--- config.mk ---
export PLATFORM = sky130hd
export DESIGN_NAME = cmp_edge_irq
export DESIGN_NICKNAME = d
export VERILOG_FILES = /design/src/rtl/cmp_irq_pkg.sv /design/src/rtl/cmp_sync.sv /design/src/rtl/cmp_edge_fsm.sv /design/src/rtl/cmp_regs.sv /design/src/rtl/cmp_edge_irq.sv
export SDC_FILE = /design/constraint.sdc
export NUM_CORES = 1
export LEC_CHECK = 0
export BUFFER_PORTS_ARGS = -buffer_cell sky130_fd_sc_hd__buf_2
export CAP_MARGIN = 25
export CELL_PAD_IN_SITES_DETAIL_PLACEMENT = 1
export CELL_PAD_IN_SITES_GLOBAL_PLACEMENT = 1
export CORE_MARGIN = 2
export CORE_UTILIZATION = 35
export DETAILED_ROUTE_END_ITERATION = 16
export PLACE_DENSITY_LB_ADDON = 0.15
export RECOVER_POWER = 100
export SYNTH_ARGS = -nofsm -noshare
export SYNTH_HDL_FRONTEND = slang
export SYNTH_SLANG_ARGS = --single-unit
export TNS_END_PERCENT = 20
--- constraint.sdc ---
create_clock -name clk -period 2.45 [get_ports clk]
set_input_delay 0.6125 -clock clk [delete_from_list [all_inputs] [get_ports clk]]
set_output_delay 0.6125 -clock clk [all_outputs]
set_load 0.1 [all_outputs]
--- src/rtl/cmp_irq_pkg.sv ---
package cmp_irq_pkg;
    typedef enum logic [1:0] {
        EDGE_BOTH = 2'b00,
        EDGE_RSVD = 2'b01,
        EDGE_FALL = 2'b10,
        EDGE_RISE = 2'b11
    } edge_sel_t;

    typedef enum logic [1:0] {
        ST_IDLE = 2'd0,
        ST_ARM  = 2'd1,
        ST_RUN  = 2'd2
    } mon_state_t;

    localparam int CTL_OFF_BIT  = 7;
    localparam int CTL_LVL_BIT  = 5;
    localparam int CTL_FLAG_BIT = 4;
    localparam int CTL_IE_BIT   = 3;
    localparam int MUX_EN_BIT   = 6;
endpackage

--- src/rtl/cmp_sync.sv ---
module cmp_sync #(
    parameter int STAGES = 2
) (
    input  logic clk,
    input  logic rst_n,
    input  logic din,
    output logic dout
);
    logic [STAGES-1:0] chain;

    generate
        for (genvar i = 0; i < STAGES; i++) begin : g_stage
            if (i == 0) begin : g_first
                always_ff @(posedge clk or negedge rst_n) begin
                    if (!rst_n) chain[0] <= 1'b0;
                    else        chain[0] <= din;
                end
            end else begin : g_rest
                always_ff @(posedge clk or negedge rst_n) begin
                    if (!rst_n) chain[i] <= 1'b0;
                    else        chain[i] <= chain[i-1];
                end
            end
        end
    endgenerate

    assign dout = chain[STAGES-1];
endmodule

--- src/rtl/cmp_edge_fsm.sv ---
module cmp_edge_fsm
    import cmp_irq_pkg::*;
(
    input  logic       clk,
    input  logic       rst_n,
    input  logic       active,
    input  logic       level,
    input  edge_sel_t  edge_sel,
    output logic       edge_hit,
    output mon_state_t state_o
);
    mon_state_t st, st_nx;
    logic       prev_lvl;

    // next-state logic
    always_comb begin
        st_nx = st;
        unique case (st)
            ST_IDLE: if (active)  st_nx = ST_ARM;
            ST_ARM:  st_nx = active ? ST_RUN : ST_IDLE;
            ST_RUN:  if (!active) st_nx = ST_IDLE;
            default: st_nx = ST_IDLE;
        endcase
    end

    // state register and reference level
    always_ff @(posedge clk or negedge rst_n) begin
        if (!rst_n) begin
            st       <= ST_IDLE;
            prev_lvl <= 1'b0;
        end else begin
            st <= st_nx;
            if (st != ST_IDLE) prev_lvl <= level;
        end
    end

    // outputs
    always_comb begin
        logic rise, fall;
        rise     = level & ~prev_lvl;
        fall     = ~level & prev_lvl;
        edge_hit = 1'b0;
        if (st == ST_RUN && active) begin
            unique case (edge_sel)
                EDGE_BOTH: edge_hit = rise | fall;
                EDGE_FALL: edge_hit = fall;
                EDGE_RISE: edge_hit = rise;
                default:   edge_hit = 1'b0;
            endcase
        end
    end

    assign state_o = st;
endmodule

--- src/rtl/cmp_regs.sv ---
module cmp_regs
    import cmp_irq_pkg::*;
#(
    parameter int DATA_W = 8,
    parameter int SEL_W  = 3
) (
    input  logic              clk,
    input  logic              rst_n,
    input  logic              wr_en,
    input  logic              wr_addr,
    input  logic [DATA_W-1:0] wr_data,
    input  logic              rd_en,
    input  logic              rd_addr,
    input  logic              edge_hit,
    input  logic              irq_ack,
    input  logic              level,
    output logic [DATA_W-1:0] rd_data,
    output logic              off_bit,
    output logic              ie_bit,
    output edge_sel_t         edge_sel,
    output logic              flag,
    output logic              mux_en,
    output logic [SEL_W-1:0]  mux_sel
);
    logic wr_ctl, wr_mux, flag_clr;

    assign wr_ctl   = wr_en && (wr_addr == 1'b0);
    assign wr_mux   = wr_en && (wr_addr == 1'b1);
    assign flag_clr = (wr_ctl && wr_data[CTL_FLAG_BIT]) || irq_ack;

    always_ff @(posedge clk or negedge rst_n) begin
        if (!rst_n) begin
            off_bit  <= 1'b0;
            ie_bit   <= 1'b0;
            edge_sel <= EDGE_BOTH;
            mux_en   <= 1'b0;
            mux_sel  <= '0;
        end else begin
            if (wr_ctl) begin
                off_bit  <= wr_data[CTL_OFF_BIT];
                ie_bit   <= wr_data[CTL_IE_BIT];
                edge_sel <= edge_sel_t'(wr_data[1:0]);
            end
            if (wr_mux) begin
                mux_en  <= wr_data[MUX_EN_BIT];
                mux_sel <= wr_data[SEL_W-1:0];
            end
        end
    end

    // a new edge wins over a clear in the same cycle
    always_ff @(posedge clk or negedge rst_n) begin
        if (!rst_n)        flag <= 1'b0;
        else if (edge_hit) flag <= 1'b1;
        else if (flag_clr) flag <= 1'b0;
    end

    always_comb begin
        rd_data = '0;
        if (rd_en) begin
            if (rd_addr == 1'b0) begin
                rd_data[CTL_OFF_BIT]  = off_bit;
                rd_data[CTL_LVL_BIT]  = level;
                rd_data[CTL_FLAG_BIT] = flag;
                rd_data[CTL_IE_BIT]   = ie_bit;
                rd_data[1:0]          = edge_sel;
            end else begin
                rd_data[MUX_EN_BIT]   = mux_en;
                rd_data[SEL_W-1:0]    = mux_sel;
            end
        end
    end
endmodule

--- src/rtl/cmp_edge_irq.sv ---
module cmp_edge_irq
    import cmp_irq_pkg::*;
#(
    parameter int SYNC_STAGES = 2,
    parameter int DATA_W      = 8,
    parameter int SEL_W       = 3
) (
    input  logic              clk,
    input  logic              rst_n,
    input  logic              cmp_in,
    input  logic              adc_en,
    input  logic              gie,
    input  logic              irq_ack,
    input  logic              wr_en,
    input  logic              wr_addr,
    input  logic [DATA_W-1:0] wr_data,
    input  logic              rd_en,
    input  logic              rd_addr,
    output logic [DATA_W-1:0] rd_data,
    output logic              irq,
    output logic              mux_grant,
    output logic [SEL_W-1:0]  mux_addr,
    output logic              cmp_level
);
    logic             level, active, edge_hit, flag;
    logic             off_bit, ie_bit, mux_en;
    logic [SEL_W-1:0] mux_sel;
    edge_sel_t        edge_sel;
    mon_state_t       mon_st;

    cmp_sync #(.STAGES(SYNC_STAGES)) u_sync (
        .clk(clk), .rst_n(rst_n), .din(cmp_in), .dout(level)
    );

    cmp_regs #(.DATA_W(DATA_W), .SEL_W(SEL_W)) u_regs (
        .clk(clk), .rst_n(rst_n),
        .wr_en(wr_en), .wr_addr(wr_addr), .wr_data(wr_data),
        .rd_en(rd_en), .rd_addr(rd_addr),
        .edge_hit(edge_hit), .irq_ack(irq_ack), .level(level),
        .rd_data(rd_data), .off_bit(off_bit), .ie_bit(ie_bit),
        .edge_sel(edge_sel), .flag(flag), .mux_en(mux_en), .mux_sel(mux_sel)
    );

    assign active = !off_bit && !adc_en;

    cmp_edge_fsm u_fsm (
        .clk(clk), .rst_n(rst_n), .active(active), .level(level),
        .edge_sel(edge_sel), .edge_hit(edge_hit), .state_o(mon_st)
    );

    assign irq       = flag && ie_bit && gie;
    assign mux_grant = mux_en && !adc_en;
    assign mux_addr  = mux_grant ? mux_sel : '0;
    assign cmp_level = level;
endmodule

* After elaboration in Yosys (flattened, before gate mapping)
Index checks and enable logic that the tools add are counted.
** Operators by class
- Equal/unequal tests :: 6
- Muxes and demuxes :: 15
- Bitwise logic cells :: 6
- Reductions and logical operators :: 16
** Operators by type and width (number)
- $logic_and 1x1->1 :: 8
- $mux 2 :: 4
- $mux 8 :: 1
- $eq 2x2->1 const B :: 3
- $mux 1 :: 6
- $mux 3 :: 2
- $pmux 2 s3 :: 1
- $logic_not 2->1 :: 2
- $reduce_bool 2->1 :: 2
- $not 1->1 :: 3
- $pmux 1 s3 :: 1
- $and 1x1->1 :: 2
- $eq 2x1->1 const B :: 1
- $logic_not 1->1 :: 2
- $ne 2x1->1 const B :: 1
- $ne 2x2->1 const B :: 1
- $reduce_and 2->1 :: 1
- $logic_or 1x1->1 :: 1
- $or 1x1->1 :: 1
** Storage, ports and cells
- Register bits after elaboration :: 14
- Input port bits :: 18
- Logic and storage cells :: 53

* Longest topological paths before layout
Gate-level depths: netlist of the first run.
- Word-level depth :: 6
- Gate-level depth with buffers :: 5
- Depth with buffers taken out :: 5

* Hierarchy
A second synthesis of the first run with hierarchy kept.
** Unflattened totals
- Cells, all modules :: 58
- Area, all modules :: 710.7 um^2
** Modules (own cells, without submodules)
- cmp_regs :: instances 1, cells each 33, area an instance 431.7 um^2
- cmp_edge_fsm :: instances 1, cells each 17, area an instance 186.4 um^2
- cmp_sync :: instances 1, cells each 2, area an instance 50.0 um^2
- cmp_edge_irq :: instances 1, cells each 6, area an instance 42.5 um^2

* Worst setup path after synthesis of the first run
Ideal clock, no wire load.
- Path kind :: input to output
- Start :: input port adc_en
- End :: output port mux_addr[0]
- Arrival :: 2279 ps
- Required time :: 1837 ps
- Path slack :: -441 ps
- Stages on the path :: 2
- Cell sequence :: and2b_1 -> and2_1
** On the way
- Word-level cells in the longest chain between the ends :: 3
** Ends and longest elaborated chain
- start, declared :: RTL line cmp_edge_irq.sv:11 : input logic adc_en,
- $logic_not 1->1 :: RTL line cmp_edge_irq.sv:52 : assign mux_grant = mux_en && !adc_en;
- $logic_and 1x1->1 :: RTL line cmp_edge_irq.sv:52
- $mux 3 :: RTL line cmp_edge_irq.sv:53 : assign mux_addr = mux_grant ? mux_sel : '0;
- end, declared :: RTL line cmp_edge_irq.sv:22 : output logic [SEL_W-1:0] mux_addr,
No other way between the ends.

* Final worst setup path of the first run
- Start :: input port adc_en
- End :: output port mux_addr[1]
Same word-level chain as after synthesis.

==> flow_summary.toml, run 1 <==
[drt]
ant_nets = 0
drt-total-wl_mm = 1.48
wire_per_inst_um = 12.9
drc = 0
dr_total_vias = 550
drtIter0Drc = 1
via_per_inst = 4.78
firstDrtPassIters = 3

[finish]
stdcell_area_sq_um = 938
final-seq-area_sq_um = 350
fin_nets = 112
area_growth_pct = 39.4
layout-drive-gt1-share_pct = 46.7
final_cell_mix = "dfrtp_1, buf_2, mux2_2, clkbuf_2"
fill_cells = 219
final_common_cell = "dfrtp_1"
fin_cells = 115
multi_input_area_sq_um = 318
n_antenna_cell = 0

[critical_path]
cp-endpoint = "mux_addr[1]"
endpoint_kind = "output port"
worst-setup-path-type = "in -> out"
rr_startpoint = "u_sync.dout"
cp-start-kind = "input port"
startpoint = "adc_en"
r2r_end = "u_regs.flag"
r2r_setup_slack_ns = 1.21
critPathArrivalTime_ns = 1.57
ff2ff_path_depth = 5
crit_fanout = 4
cp.required_ns = 1.84

[timing]
skew_ns = 0.00135
hold_violations = 0
fin_crit_sh_pct = 88.9
layout_min_cycle_time_ns = 2.18
max_freq_mhz = 459
setup_slack_ns = 0.272
maxSlewHeadroom_pct = 22.9
rsz0062_at_grt = "false"
drv_slew = 0
worstMarginPinSlew_ns = 1.16
setup_viol = 0

[clocking]
holdBufCountCts = 0
postCtsSetupRepairBufs = 0
clock-root-buffer = "clkbuf_4"
cts.path.max_buffers = 2
cts_buffers = 3
post_cts_resized = 0
htreeDepth = 1
clock-sinks = 14
cts_tree = "done"
path_clk_slew_ns = 0.08
clock_latency_ns = 0.27

[power]
powerDensity_nw_per_um2 = 690
ir_drop_mv = 0.376
leakage_nw = 0.454

[placement]
postPlaceCellArea_sq_um = 921
pre_cts_slack_ns = 0.314
placed_cells = 112
hpwlAfterDp_mm = 1.27
portBuffers = 30
globalplace.congestion = 0.732

[logic_synthesis]
netlist_area_sq_um = 673
yosysSeqAreaShare_pct = 52.0
yosysWarnings = 0
postSynthAreaPerCell_sq_um = 11.8
ys_ff_latch = 14
synth_nets = 77
syn_inst = 57
synth_cell_types = 19

[floorplan]
row_count = 15
coreArea_sq_um = 1760
die_h_um = 47.9
initial_utilization_pct = 38.2
die_w_um = 47.9
die_area_sq_um = 2290
io_pins = 32

[global_routing]
track_usage_pct = 16.0
overflow = 0
grt_pass1_wl_mm = 2.42
grt_max_degree = 15
antenna_found_initial = 0
grt_pass1_vias = 546

[run]
drv_cap = 0

[min_path]
hold_path_depth = 0
hp-class = "reg -> reg"

[outcome]
status = "complete, no violations"
==> critical path: stages <==
cell and delay [ns]:
clkbuf_1 0.11, and2b_1 0.24, and2_2 0.15, clkbuf_2 0.45
==> metal layers <==
layer	part of all wire [%]	global-route usage (%)	vias to the layer above	wire, um
li1	-	-	266	-
met5	0	0	-	0
met1	42	19.1	262	617
met4	1.8	6.49	0	27
met2	52	28.0	17	767
met3	4.6	3.40	5	68
==> flip-flops by register name, indices dropped and copies added (netlist names) <==
| name | flops |
|---|---|
| u_fsm.prev_lvl | 1 |
| u_regs.ie_bit | 1 |
| u_regs.off_bit | 1 |
| u_regs.edge_sel | 2 |
| u_regs.mux_en | 1 |
| u_fsm.state_o | 2 |
| u_sync.chain | 1 |
| u_regs.flag | 1 |
| u_regs.mux_sel | 3 |
| u_sync.dout | 1 |
==> synth_stat cells, drive strengths merged <==
cell type  number  area (sq um)
and3            3          18.8
a211o           1          8.76
dfrtp          14           350
xnor2           1          8.76
nand2           2          7.51
and2            7          43.8
or4b            1          10.0
mux2i           2          20.0
nor3            2          10.0
inv             3          11.3
mux2            9           101
nor2b           4          25.0
nor4            1          6.26
nor2            1          3.75
ha              2          25.0
and2b           1          7.51
a21oi           1          5.00
o21ai           2          10.0
==> report_power, final <==
| part | internal, mW | switching [mW] | leakage (nW) |
|---|---|---|---|
| Clock | 0.0569 | 0.0686 | 0.0138 |
| Sequential | 0.262 | 0.0282 | 0.170 |
| Combinational | 0.0706 | 0.162 | 0.270 |
| Total | 0.389 | 0.259 | 0.454 |
==> per-stage QoR <==
step           hold slack, ns  utilization, %  power (mW)  TNS (ns)
4_1_cts                 0.221            53.5       0.659         0
3_5_place_dp            0.339            52.2       0.531         0
5_1_grt                 0.364            53.2       0.688         0
3_3_place_gp            0.333            52.2       0.523         0
6_report                0.355            53.2       0.648         0
2_1_floorplan           0.317               -       0.465    -0.780
==> cells by family (layout without fill, tap and decap cells) <==
kind of cell | count (synthesis) | after routing | share of synthesized area (%)
adder cells (fa/ha/maj) | 2 | 2 | 3.72
flip-flops | 14 | 14 | 52.0
AO/OA/AOI/OAI | 4 | 4 | 3.53
multiplexers | 11 | 11 | 18.0
XOR/XNOR | 1 | 1 | 1.30
buffers and inverters | 3 | 36 | 1.67
AND/OR/NAND/NOR | 22 | 22 | 19.7
==> final cells by class <==
cell class / instances / area share, %
inverters: 3 / 1.20
flip-flops and latches: 14 / 37.3
repair buffers: 30 / 21.9
clock buffers: 3 / 2.40
multi-input cells: 40 / 33.9
well taps: 25 / 3.33
==> how the worst min path moves through the flow <==
stage                    start              to  slack, ns
5_1_grt        u_sync.chain[0]     u_sync.dout       0.36
2_1_floorplan            rst_n  u_fsm.prev_lvl       0.32
6_report       u_sync.chain[0]     u_sync.dout       0.35
4_1_cts                  rst_n   u_regs.mux_en       0.22
3_3_place_gp   u_sync.chain[0]     u_sync.dout       0.33
3_5_place_dp   u_sync.chain[0]     u_sync.dout       0.34
No activity file was read; power rests on OpenSTA's default activity.
==> run 2, diff against run 1 <==
--- a/config.mk
+++ b/config.mk
@@ -9,6 +9,7 @@
 export CAP_MARGIN = 25
 export CELL_PAD_IN_SITES_DETAIL_PLACEMENT = 1
 export CELL_PAD_IN_SITES_GLOBAL_PLACEMENT = 1
+export CORE_ASPECT_RATIO = 1.2
 export CORE_MARGIN = 2
 export CORE_UTILIZATION = 35
 export DETAILED_ROUTE_END_ITERATION = 16
==> flow_summary.toml, run 2 (synthesized netlist as in run 1, its figures left out) <==
[critical_path]
ff2ff_path_depth = 5
crit_cells = 4
cpMaxStageDelayCell = "clkbuf_2"
cp-start-kind = "input port"
crit_fanout = 4
critPathArrivalTime_ns = 1.57
worst-path-buf-inv = 2
cp_cell_sequence = "clkbuf_1 > and2b_1 > and2_2 > clkbuf_2"
startpoint = "adc_en"
cp.required_ns = 1.84
endpoint_kind = "output port"
critPathMaxStageDelay_ns = 0.45
crit_family = "buffers and inverters"
rr_startpoint = "u_sync.dout"
worst-setup-path-type = "in -> out"

[finish]
final_util_pct = 51.0
fill_cells = 206
top_register = "u_regs.mux_sel"
area_growth_pct = 38.5
n_antenna_cell = 0
fin_cells = 109
final_cell_mix = "buf_2, dfrtp_1, mux2_2, clkbuf_2"
largest_reg_flops = 3
layout-drive-gt1-share_pct = 47.8
stdcell_area_sq_um = 932
fin_nets = 112

[timing]
max_freq_mhz = 458
fin_crit_sh_pct = 89.2
maxSlewHeadroom_pct = 23.1
setup_slack_ns = 0.265
worstMarginPinSlew_ns = 1.16
rsz0062_at_grt = "false"
hold_violations = 0
drv_slew = 0
setup_viol = 0
layout_min_cycle_time_ns = 2.19
skew_ns = 0.00241

[clocking]
path_clk_slew_ns = 0.07
cts.path.max_buffers = 2
holdBufCountCts = 0
clock-sinks = 14
cts_tree = "done"
postCtsSetupRepairBufs = 0
cts_buffers = 3
clock_latency_ns = 0.28
htreeDepth = 1
clock-root-buffer = "clkbuf_4"
post_cts_resized = 0

[outcome]
status = "complete, no violations"

[run]
drv_cap = 0

[placement]
postPlaceCellArea_sq_um = 958
globalplace.congestion = 0.773
pre_cts_slack_ns = 0.394
hpwlAfterDp_mm = 1.19
portBuffers = 30
placed_cells = 106

[floorplan]
die_area_sq_um = 2290
row_count = 17
coreArea_sq_um = 1830
io_pins = 32
initial_utilization_pct = 36.8
die_w_um = 44.0
die_h_um = 52.0

[global_routing]
antenna_found_initial = 0
overflow = 0
grt_pass1_vias = 567
track_usage_pct = 14.9
grt_max_degree = 15
grt_pass1_wl_mm = 2.39

[drt]
wire_per_inst_um = 13.1
ant_nets = 0
via_per_inst = 4.94
dr_total_vias = 538
firstDrtPassIters = 3
drtIter0Drc = 2
drc = 0
drt-total-wl_mm = 1.43

[power]
power_uw = 646
leakage_nw = 0.457
ir_drop_mv = 0.340
powerDensity_nw_per_um2 = 693

[min_path]
hp-class = "in -> async"
==> run 2: cell type report <==
class / instances / area [sq um] / area share, %
Multi-Input combinational cell: 40 / 318 / 34.1
Clock buffer: 3 / 22.5 / 2.42
Timing Repair Buffer: 30 / 206 / 22.1
Inverter: 3 / 11.3 / 1.21
Sequential cell: 14 / 350 / 37.6
Tap cell: 19 / 23.8 / 2.55
==> run 2: final timing paths <==
check / end / slack (ns)
max: mux_addr[0] / 0.26
min: u_regs.mux_sel[0] / 0.34
max reg2reg: u_regs.flag / 1.21
min reg2reg: u_sync.dout / 0.36
max in group asynchronous: u_regs.mux_sel[2] / 1.67
min in group clk: u_sync.dout / 0.36
==> run 2: routing by layer <==
metal | wire length (um) | up-vias | track usage [%] | part of all wire [%]
met5 | 0 | - | 0 | 0
li1 | - | 261 | - | -
met1 | 517 | 255 | 15.1 | 36
met4 | 38 | 0 | 9.09 | 2.7
met3 | 110 | 5 | 3.47 | 7.7
met2 | 760 | 17 | 26.7 | 53
==> run 2: per-stage QoR <==
stage | hold slack, ns | setup TNS (ns)
detailed placement | 0.343 | 0
finish | 0.345 | 0
CTS | 0.217 | 0
floorplan | 0.317 | -0.780
global route | 0.363 | 0
global placement | 0.338 | 0
==> run 2: report_power, final <==
group | switching [mW] | total (mW) | internal (mW)
registers | 0.0254 | 0.287 | 0.262
logic | 0.163 | 0.234 | 0.0715
clock network | 0.0677 | 0.125 | 0.0571
